## config.mk

```make
export PLATFORM = sky130hd
export DESIGN_NAME = tw_reg_slave
export DESIGN_NICKNAME = d
export VERILOG_FILES = /design/src/rtl/tw_slave_pkg.sv /design/src/rtl/tw_frame_ctrl.sv /design/src/rtl/tw_wr_path.sv /design/src/rtl/tw_reg_bank.sv /design/src/rtl/tw_rd_shifter.sv /design/src/rtl/tw_reg_slave.sv
export SDC_FILE = /design/constraint.sdc
export NUM_CORES = 1
export LEC_CHECK = 0
export ABC_AREA = 0
export BUFFER_PORTS_ARGS = -buffer_cell sky130_fd_sc_hd__buf_4
export CORE_MARGIN = 2
export CORE_UTILIZATION = 30
export DETAILED_ROUTE_END_ITERATION = 8
export PLACE_DENSITY_LB_ADDON = 0.1
export SLEW_MARGIN = 40
export SYNTH_ARGS = -nofsm -noshare
export SYNTH_HDL_FRONTEND = slang
export SYNTH_SLANG_ARGS = --single-unit
export TNS_END_PERCENT = 5
```

## constraint.sdc

```tcl
create_clock -name sclk -period 3.1 [get_ports sclk]
set_input_delay 0.93 -clock sclk [delete_from_list [all_inputs] [get_ports sclk]]
set_output_delay 0.93 -clock sclk [all_outputs]
set_load 0.1 [all_outputs]
```

## src/rtl/tw_slave_pkg.sv

```systemverilog
// Package: shared direction type and slot-position arithmetic for the
// three-wire register slave. Slot numbers count rising sclk edges inside a
// frame, starting from zero.
package tw_slave_pkg;

    typedef enum logic {
        DIR_WRITE = 1'b0,
        DIR_READ  = 1'b1
    } tw_dir_e;

    localparam int SLOT_DIR   = 1;   // direction bit position
    localparam int SLOT_ADDR0 = 2;   // first (most significant) address bit

    // Slot of the least significant address bit.
    function automatic int last_addr_slot(int aw);
        return SLOT_ADDR0 + aw - 1;
    endfunction

    // Slot of the least significant write data bit.
    function automatic int last_wdata_slot(int aw, int dw);
        return last_addr_slot(aw) + dw;
    endfunction

    // Edge at which the slave starts to drive: three after the last address bit.
    function automatic int first_rdata_slot(int aw);
        return last_addr_slot(aw) + 3;
    endfunction

    // Edge at which the slave lets go of the data line.
    function automatic int release_slot(int aw, int dw);
        return first_rdata_slot(aw) + dw;
    endfunction

    // Counter width able to hold one slot past the release slot (saturation value).
    function automatic int slot_width(int aw, int dw);
        return $clog2(release_slot(aw, dw) + 2);
    endfunction

endpackage

```

## src/rtl/tw_frame_ctrl.sv

```systemverilog
// Module: frame control. Counts sampled slots while en_n is low and captures
// the direction bit and address. Assumes en_n changes away from rising sclk
// edges. en_n high clears all state asynchronously so each frame starts aligned.
module tw_frame_ctrl
    import tw_slave_pkg::*;
#(
    parameter int AW = 7,
    parameter int DW = 16,
    parameter int CW = slot_width(AW, DW)
) (
    input  logic          sclk,
    input  logic          rst_n,
    input  logic          en_n,
    input  logic          sdi,
    output logic [CW-1:0] slot_o,
    output tw_dir_e       dir_o,
    output logic [AW-1:0] addr_o
);

    localparam logic [CW-1:0] S_DIR    = CW'(SLOT_DIR);
    localparam logic [CW-1:0] S_ADDR0  = CW'(SLOT_ADDR0);
    localparam logic [CW-1:0] S_A_LAST = CW'(last_addr_slot(AW));
    localparam logic [CW-1:0] S_MAX    = CW'(release_slot(AW, DW) + 1);

    logic [CW-1:0] slot_q;
    tw_dir_e       dir_q;
    logic [AW-1:0] addr_q;

    // Slot counter, direction and address capture; enable high clears at once.
    always_ff @(posedge sclk or posedge en_n) begin
        if (en_n) begin
            slot_q <= '0;
            dir_q  <= DIR_WRITE;
            addr_q <= '0;
        end else if (!rst_n) begin
            slot_q <= '0;
            dir_q  <= DIR_WRITE;
            addr_q <= '0;
        end else begin
            if (slot_q != S_MAX) begin
                slot_q <= slot_q + 1'b1;
            end
            if (slot_q == S_DIR) begin
                dir_q <= tw_dir_e'(sdi);
            end
            if (slot_q >= S_ADDR0 && slot_q <= S_A_LAST) begin
                addr_q <= {addr_q[AW-2:0], sdi};
            end
        end
    end

    assign slot_o = slot_q;
    assign dir_o  = dir_q;
    assign addr_o = addr_q;

    // the direction holds for the rest of the frame once its slot has passed.
    p_dir_hold_r2: assert property (@(posedge sclk) disable iff (!rst_n)
        (!en_n && slot_q > S_DIR) |=> (en_n || $stable(dir_q)));

    // the address holds once the last address bit has been taken.
    p_addr_hold_r2: assert property (@(posedge sclk) disable iff (!rst_n)
        (!en_n && slot_q > S_A_LAST) |=> (en_n || $stable(addr_q)));

endmodule

```

## src/rtl/tw_wr_path.sv

```systemverilog
// Module: write path. Shifts the write data word in during a write frame and
// raises a pending flag once the last data bit has been sampled. The commit
// strobe is offered on the first rising edge with en_n high. A frame cut
// short never sets the flag, so nothing is committed. A pending word that
// sees no such edge before the next frame starts is dropped.
module tw_wr_path
    import tw_slave_pkg::*;
#(
    parameter int AW = 7,
    parameter int DW = 16,
    parameter int CW = slot_width(AW, DW)
) (
    input  logic          sclk,
    input  logic          rst_n,
    input  logic          en_n,
    input  logic          sdi,
    input  logic [CW-1:0] slot_i,
    input  tw_dir_e       dir_i,
    input  logic [AW-1:0] addr_i,
    output logic          wr_en_o,
    output logic [AW-1:0] wr_addr_o,
    output logic [DW-1:0] wr_data_o
);

    localparam logic [CW-1:0] S_D_FIRST = CW'(last_addr_slot(AW) + 1);
    localparam logic [CW-1:0] S_D_LAST  = CW'(last_wdata_slot(AW, DW));

    logic [DW-1:0] shift_q;
    logic [AW-1:0] paddr_q;
    logic          pend_q;

    // Data shifting, pending-word capture and pending clear on commit or new frame.
    always_ff @(posedge sclk) begin
        if (!rst_n) begin
            shift_q <= '0;
            paddr_q <= '0;
            pend_q  <= 1'b0;
        end else if (en_n) begin
            pend_q <= 1'b0;
        end else begin
            if (slot_i == '0) begin
                pend_q <= 1'b0;
            end
            if (dir_i == DIR_WRITE && slot_i >= S_D_FIRST && slot_i <= S_D_LAST) begin
                shift_q <= {shift_q[DW-2:0], sdi};
            end
            if (dir_i == DIR_WRITE && slot_i == S_D_LAST) begin
                pend_q  <= 1'b1;
                paddr_q <= addr_i;
            end
        end
    end

    assign wr_en_o   = pend_q & en_n;
    assign wr_addr_o = paddr_q;
    assign wr_data_o = shift_q;

    // one commit per completed write frame, never on two edges in a row.
    p_single_commit_r3: assert property (@(posedge sclk) disable iff (!rst_n)
        wr_en_o |=> !wr_en_o);

    // a word becomes pending only while a frame is in progress.
    p_pend_in_frame_r4: assert property (@(posedge sclk) disable iff (!rst_n)
        $rose(pend_q) |-> $past(!en_n));

endmodule

```

## src/rtl/tw_reg_bank.sv

```systemverilog
// Module: register bank. Holds NREGS words, writes one on a commit strobe
// and returns zero for any address outside the implemented range. Assumes
// NREGS does not exceed 2**AW.
module tw_reg_bank #(
    parameter int AW    = 7,
    parameter int DW    = 16,
    parameter int NREGS = 8
) (
    input  logic                sclk,
    input  logic                rst_n,
    input  logic                wr_en_i,
    input  logic [AW-1:0]       wr_addr_i,
    input  logic [DW-1:0]       wr_data_i,
    input  logic [AW-1:0]       rd_addr_i,
    output logic [DW-1:0]       rd_data_o,
    output logic [NREGS*DW-1:0] regs_o
);

    logic [DW-1:0] mem_q [NREGS];

    for (genvar gi = 0; gi < NREGS; gi++) begin : g_entry
        // One register entry: cleared by reset, loaded on a matching commit.
        always_ff @(posedge sclk) begin
            if (!rst_n) begin
                mem_q[gi] <= '0;
            end else if (wr_en_i && wr_addr_i == AW'(gi)) begin
                mem_q[gi] <= wr_data_i;
            end
        end
        assign regs_o[gi*DW +: DW] = mem_q[gi];
    end

    // Read selection with zero for unimplemented addresses.
    always_comb begin
        rd_data_o = '0;
        for (int i = 0; i < NREGS; i++) begin
            if (rd_addr_i == AW'(i)) begin
                rd_data_o = mem_q[i];
            end
        end
    end

    // the bank changes only on an edge that carries a commit.
    p_hold_no_commit_r9: assert property (@(posedge sclk) disable iff (!rst_n)
        !wr_en_i |=> $stable(regs_o));

    // a commit to an unimplemented address leaves the bank untouched.
    p_oob_write_r7: assert property (@(posedge sclk) disable iff (!rst_n)
        (wr_en_i && int'(wr_addr_i) >= NREGS) |=> $stable(regs_o));

endmodule

```

## src/rtl/tw_rd_shifter.sv

```systemverilog
// Module: read shifter. In a read frame it loads the addressed word three
// edges after the last address bit, turns the output enable on, and shifts
// one bit per rising edge, MSB first. It releases the line one edge after
// the last bit. en_n high drops the enable asynchronously.
module tw_rd_shifter
    import tw_slave_pkg::*;
#(
    parameter int AW = 7,
    parameter int DW = 16,
    parameter int CW = slot_width(AW, DW)
) (
    input  logic          sclk,
    input  logic          rst_n,
    input  logic          en_n,
    input  logic [CW-1:0] slot_i,
    input  tw_dir_e       dir_i,
    input  logic [DW-1:0] rd_data_i,
    output logic          sdo_o,
    output logic          sdo_oe_o
);

    localparam logic [CW-1:0] S_R_FIRST = CW'(first_rdata_slot(AW));
    localparam logic [CW-1:0] S_R_LAST  = CW'(first_rdata_slot(AW) + DW - 1);
    localparam logic [CW-1:0] S_RELEASE = CW'(release_slot(AW, DW));

    logic [DW-1:0] shift_q;
    logic          oe_q;

    // Output word load, bit shifting and line ownership.
    always_ff @(posedge sclk or posedge en_n) begin
        if (en_n) begin
            shift_q <= '0;
            oe_q    <= 1'b0;
        end else if (!rst_n) begin
            shift_q <= '0;
            oe_q    <= 1'b0;
        end else if (dir_i == DIR_READ) begin
            if (slot_i == S_R_FIRST) begin
                shift_q <= rd_data_i;
                oe_q    <= 1'b1;
            end else if (slot_i > S_R_FIRST && slot_i <= S_R_LAST) begin
                shift_q <= {shift_q[DW-2:0], 1'b0};
            end else if (slot_i == S_RELEASE) begin
                oe_q <= 1'b0;
            end
        end
    end

    assign sdo_o    = oe_q & shift_q[DW-1];
    assign sdo_oe_o = oe_q;

    // the line is owned only during a read frame.
    p_oe_read_only_r5: assert property (@(posedge sclk) disable iff (!rst_n)
        sdo_oe_o |-> (dir_i == DIR_READ));

    // ownership starts exactly at the first read data slot.
    p_oe_start_r5: assert property (@(posedge sclk) disable iff (!rst_n)
        $rose(sdo_oe_o) |-> ($past(slot_i) == S_R_FIRST));

    // ownership never outlasts the release slot.
    p_oe_window_r6: assert property (@(posedge sclk) disable iff (!rst_n)
        sdo_oe_o |-> (slot_i > S_R_FIRST && slot_i <= S_RELEASE));

endmodule

```

## src/rtl/tw_reg_slave.sv

```systemverilog
// Module: top of the three-wire register slave. Wires frame control, the
// write path, the register bank and the read shifter together. Everything
// runs on sclk; moving register values into another clock domain is left to
// the surrounding logic.
module tw_reg_slave
    import tw_slave_pkg::*;
#(
    parameter int AW    = 7,
    parameter int DW    = 16,
    parameter int NREGS = 8
) (
    input  logic                sclk,
    input  logic                rst_n,
    input  logic                en_n,
    input  logic                sdi,
    output logic                sdo,
    output logic                sdo_oe,
    output logic [NREGS*DW-1:0] regs_o
);

    localparam int CW = slot_width(AW, DW);

    logic [CW-1:0] slot;
    tw_dir_e       dir;
    logic [AW-1:0] addr;
    logic          wr_en;
    logic [AW-1:0] wr_addr;
    logic [DW-1:0] wr_data;
    logic [DW-1:0] rd_data;

    tw_frame_ctrl #(.AW(AW), .DW(DW), .CW(CW)) u_frame (
        .sclk   (sclk),
        .rst_n  (rst_n),
        .en_n   (en_n),
        .sdi    (sdi),
        .slot_o (slot),
        .dir_o  (dir),
        .addr_o (addr)
    );

    tw_wr_path #(.AW(AW), .DW(DW), .CW(CW)) u_wr (
        .sclk      (sclk),
        .rst_n     (rst_n),
        .en_n      (en_n),
        .sdi       (sdi),
        .slot_i    (slot),
        .dir_i     (dir),
        .addr_i    (addr),
        .wr_en_o   (wr_en),
        .wr_addr_o (wr_addr),
        .wr_data_o (wr_data)
    );

    tw_reg_bank #(.AW(AW), .DW(DW), .NREGS(NREGS)) u_bank (
        .sclk      (sclk),
        .rst_n     (rst_n),
        .wr_en_i   (wr_en),
        .wr_addr_i (wr_addr),
        .wr_data_i (wr_data),
        .rd_addr_i (addr),
        .rd_data_o (rd_data),
        .regs_o    (regs_o)
    );

    tw_rd_shifter #(.AW(AW), .DW(DW), .CW(CW)) u_rd (
        .sclk      (sclk),
        .rst_n     (rst_n),
        .en_n      (en_n),
        .slot_i    (slot),
        .dir_i     (dir),
        .rd_data_i (rd_data),
        .sdo_o     (sdo),
        .sdo_oe_o  (sdo_oe)
    );

endmodule

```

# After elaboration in Yosys (flattened, before gate mapping)
# Memories as Yosys holds them, arrays and structs flattened.
# Cells that the tools add are included.
[classes]
n_addsub = 1
order_cmp = 6
eq_ne = 26
n_mux = 58
bitwise_logic = 13
n_reduce_logical = 22
[ops]
columns = ["op", "n"]
rows = [
  ["$mux W16", 20],
  ["$eq A7 B3 Y1 const B", 8],
  ["$mux W1", 34],
  ["$eq A7 B2 Y1 const B", 4],
  ["$eq A7 B1 Y1 const B", 2],
  ["$logic_not A7 Y1", 2],
  ["$mux W7", 2],
  ["$logic_and A1 B1 Y1", 13],
  ["$eq A5 B5 Y1 const B", 2],
  ["$le A5 B5 Y1 const B", 2],
  ["$mux W5", 2],
  ["$ne A2 B1 Y1 const B", 4],
  ["$or A1 B1 Y1", 8],
  ["$ne A3 B1 Y1 const B", 2],
  ["$reduce_and A2 Y1", 3],
  ["$add A5 B1 Y5 const B", 1],
  ["$eq A5 B1 Y1 const B", 1],
  ["$eq A5 B4 Y1 const B", 1],
  ["$ge A5 B2 Y1 const B", 1],
  ["$ge A5 B4 Y1 const B", 1],
  ["$gt A5 B4 Y1 const B", 1],
  ["$le A5 B4 Y1 const B", 1],
  ["$logic_not A5 Y1", 1],
  ["$ne A5 B5 Y1 const B", 1],
  ["other kinds (6)", 9],
]
[word_totals]
ff_bits = 54
mem_bits_rw = 128
inputBits = 4
output_inout_bits = 130
elab_cells = 135
n_memories = 1
[mem_list]
columns = ["memory", "words", "width", "read_ports", "rd_clocked_by_memory_dff", "wr", "line", "rtl"]
rows = [
  ["u_bank.mem_q", 8, 16, 8, 0, 8, "tw_reg_bank.sv:19", "logic [DW-1:0] mem_q [NREGS];"],
]

# Logic depth before layout (Yosys ltp)
[depth]
depth_word = 12
depth_mapped = 8
depth_no_buf = 7

# Cells and area by module
# A second synthesis with hierarchy kept.
[unflattened]
hier_cells = 728
hier_area_um2 = 8623.3
[by_module_without_submodules]
columns = ["module", "n_inst", "cells_each", "area_each_um2", "seq_area_each_um2"]
rows = [
  ["tw_reg_bank", 1, 495, 5881.9, 3843.7],
  ["tw_rd_shifter", 1, 88, 1069.8, 425.4],
  ["tw_wr_path", 1, 87, 998.5, 480.5],
  ["tw_frame_ctrl", 1, 58, 673.1, 325.3],
]

# Least setup slack after synthesis
# No wires, ideal clock.
[synth_timing]
path_kind = "input port to flip-flop"
from = "input en_n"
to = "memory u_bank.mem_q[0][0] (enable)"
setup_time_ps = 414
arrival_ps = 2499
required_ps = 2686
setup_slack_ps = 186
path_stages = 3
path_buffers = 0
path_cell_list = "and3_1 > nand2b_1 > o31ai_1"
[synth_lines]
columns = ["element", "line", "rtl"]
rows = [
  ["start, declared", "tw_reg_slave.sv:14", "input logic en_n,"],
  ["end, declared", "tw_reg_bank.sv:19", ""],
]

# Worst setup path in the final report
[layout_timing]
from = "register u_frame.addr_q[3], in the netlist u_frame.addr_o[3]"
to = "register u_rd.shift_q[2]"
[layout_between]
elab_chain_len = 12
elab_cells_between_ends = 19
classes_between = "eq/ne (7); mux (11); reduce/logical (1)"
[layout_lines]
columns = ["element", "line", "rtl"]
rows = [
  ["start, declared", "tw_frame_ctrl.sv:27", "logic [AW-1:0] addr_q;"],
  ["start signal, assigned", "tw_frame_ctrl.sv:47", "addr_q <= {addr_q[AW-2:0], sdi};"],
  ["$logic_not A7 Y1", "tw_reg_bank.sv:37", "if (rd_addr_i == AW'(i)) begin"],
  ["$mux W16 (7 in a row)", "tw_reg_bank.sv:37", ""],
  ["$mux W16 *", "tw_reg_bank.sv:37", ""],
  ["$mux W16 *", "tw_rd_shifter.sv:38", "if (slot_i == S_R_FIRST) begin"],
  ["$mux W16 *", "tw_rd_shifter.sv:37", "end else if (dir_i == DIR_READ) begin"],
  ["$mux W16 *", "tw_rd_shifter.sv:34", "end else if (!rst_n) begin"],
  ["end signal, assigned", "tw_rd_shifter.sv:39", "shift_q <= rd_data_i;"],
  ["end signal, assigned", "tw_rd_shifter.sv:42", "shift_q <= {shift_q[DW-2:0], 1'b0};"],
  ["end, declared", "tw_rd_shifter.sv:26", "logic [DW-1:0] shift_q;"],
]
# Every way passes the cells marked *; elsewhere a longest branch is shown, timed or not. The select of a mux whose other input is x is not followed.
# A chain may end at the register's enable or synchronous reset.

==> run metrics <==
status finished, final reports clean; Initial Util 0.3044; number of max-cap violations 0; Cell Rows 62; register bit total from synthesis 182; leading area contributor after synthesis edfxtp_1; minimum clock period 2.533 ns; Pwr Density 563.5 mW/mm²; initial DRC count 561; met3 WL 1829 µm; Cell Area, Synth 0.008712 mm²; via count 6581; share of power burned in registers 0.450; worst r2r dst u_rd.shift_q[2]; pin count of the biggest net entering global routing 42; slowest stage cell, crit path or4_4; Cell Chain, Critical Path or4_4, a2111oi_0, a221oi_1, buf_4, o21ai_1, a22o_1; first-pass iteration count of the detailed router 5; CTS Sinks 182; synth unique cells 51; syn_area_per_cell 11.68 µm²; Yosys warnings 0; crit-path max FO 29; share of cells above drive strength 1 0.2595; Buf+Inv Stages, Crit Path 1; sw frac 0.3045; WHS 0.4728 ns; CP arrival 2.90 ns; internal power 4.279 mW; Total Routing Usage GR 0.1960; crit start category register; gr ovfl total 0; RSZ-0062 raised after global routing false; Worst EP required 3.47 ns; final worst-path cycle share 0.8171; number of global-route vias before repair 6616; worst clock skew 0.01266 ns; LEAKAGE about 4.3 nW; IO buf count 133; die area 0.03042 mm²; CTS max path bufs 2; met1 WL 14000 µm; endpoints failing hold 0; DR WL met2 13400 µm; setup_tns 0 ns; Multi-input gate area ~0.0034 mm²; worst hold stages 2; Crit Path Category reg2reg; Largest delay share family, worst path compound AO/OA/AOI/OAI gates; CTS tree yes; initial antenna violation count 0; Final nets 888; CTS Root Cell clkbuf_16; post-route DRC violation count 0; CTS hold repair buffers 0; # resized after CTS 0; die width 174.4 µm; # setup viols final 0; Hold Startpoint u_wr.pend_q; Worst Hold Path EP u_wr.pend_q; Slew headroom 0.4919; sequential area share after synthesis 0.5825; Worst-path clk slew about 0.07 ns; ranking of synthesized cells by area edfxtp_1 44%, and2_1 9.3%, dfrtp_1 8.6%; CP max stage delay around 0.79 ns; Final Max Slew Viols 0; placed inst area 0.01030 mm²; Worst-Margin Slew 0.7622 ns; Logic pwr share 0.168; FF/Latch Area 0.005077 mm²; post-route ant nets 0; dpl cells 1246; worst-skew pair later-pin latency around 0.44 ns; worst setup slack after layout 0.5671 ns; Clock Power Share 0.382; core footprint 0.02863 mm²; post-synthesis async set-or-reset flop share 0.1648; crit end category register; power after layout 6.153 mW; Highest Signal Layer met4; worst hold path class reg2reg; H-Tree Level Count 4; Placer Congestion ~0.84; R2R Setup Slk 0.57 ns; Final Non-Filler Cells 1278; diode count 0; post-detail-place hpwl 20190 µm; FF-to-FF Start u_frame.addr_o[3]; final core occ 0.3815; EDFF count, synth 128; routed wire length per instance between 20 and 25 µm; Achievable Freq ~0.4 GHz; CTS Buf Count 17; Reg2Reg Depth 6; Finished Cell Area ~0.011 mm²; Cells after Synth 746; Synth Net Count 753; Fill cells roughly 2800; total setup buffers inserted after CTS 0; first-pass GRT wire length 43640 µm; io pins approximately 130; Routed Wire Length ~30000 µm; Place WS 0.5456 ns; P_sw 1.874 mW; WP depth 6; Peak supply drop 0.3445 mV; most numerous cell in the Yosys netlist and2_1; area grow syn2layout 25.33%; Post-synth top cells 130 x and2_1, 128 x edfxtp_1, 45 x nor2_1; vias per cell 5.149; Die H 174.4 µm; Primary FF master, synth edfxtp_1; top cell type's share of synthesized area 0.4412
==> sequential cells by signal, indices dropped and copies added, names as in the netlist <==
signal,flops
u_wr.wr_data_o,16
u_wr.wr_addr_o,7
u_frame.dir_o,1
u_bank.mem_q,128
u_rd.shift_q,16
u_frame.slot_o,5
u_frame.addr_o,7
u_rd.sdo_oe_o,1
u_wr.pend_q,1
==> worst min-delay path, stage by stage, from the launching register on <==
cell,delay (ns)
dfxtp_1,0.31
nand3_1,0.06
a21oi_1,0.06
==> layout make-up <==
type,count,area share
clock buffers,20,0.04091
clock inverters,12,0.01604
inverters,7,0.002406
multi-input cells,501,0.3111
flip-flops and latches,182,0.4650
well taps,384,0.04400
repair buffers,172,0.1205
==> per-layer routing <==
| layer | vias up | global-route usage |
|---|---|---|
| met4 | 0 | 0.05392 |
| li1 | 3010 | - |
| met3 | 25 | 0.04156 |
| met5 | - | 0 |
| met1 | 3295 | 0.2803 |
| met2 | 251 | 0.2999 |
==> cell families (layout without fill, tap and decap cells) <==
group,count (synthesis),after routing,synth area share
adders and majority gates,3,3,0.004309
AOI/OAI and AO/OA,133,133,0.1163
and+or+nand+nor,327,327,0.2146
buffers and inverters,63,211,0.03404
xor gates and xnor gates,1,1,0.001005
DFF,182,182,0.5825
muxes,37,37,0.04725
==> worst max-delay path by stage <==
| stage | from | endpoint | slack, ns |
|---|---|---|---|
| 2_1_floorplan | en_n | u_bank.mem_q[0][0] | 0.19 |
| 3_3_place_gp | en_n | u_bank.mem_q[1][54] | 0.40 |
| 3_5_place_dp | u_frame.addr_o[3] | u_rd.shift_q[2] | 0.55 |
| 4_1_cts | u_frame.addr_o[3] | u_rd.shift_q[2] | 0.53 |
| 5_1_grt | u_frame.addr_o[3] | u_rd.shift_q[3] | 0.50 |
| 6_report | u_frame.addr_o[3] | u_rd.shift_q[2] | 0.57 |
==> power by group through the flow <==
stage / Combinational (mW) / Sequential, mW / Clock (mW)
2_1_floorplan: 0.226 / 3.35 / 0
3_3_place_gp: 1.04 / 2.82 / 0
3_5_place_dp: 1.04 / 2.82 / 0
4_1_cts: 1.04 / 2.77 / 2.38
5_1_grt: 1.07 / 2.78 / 2.48
6_report: 1.03 / 2.77 / 2.35
==> placed cells by master (no fill, tap or decap), types with 17 or more instances in the layout <==
| master | count |
|---|---|
| and2_1 | 130 |
| buf_4 | 170 |
| clkbuf_16 | 17 |
| dfrtp_1 | 28 |
| dfxtp_1 | 24 |
| edfxtp_1 | 128 |
| mux2i_1 | 31 |
| nand2b_1 | 42 |
| nand3_1 | 23 |
| nor2_1 | 43 |
| nor2b_1 | 30 |
| nor3_1 | 30 |
| o21ai_1 | 17 |
Note: power is estimated with default switching activity, not from simulation.
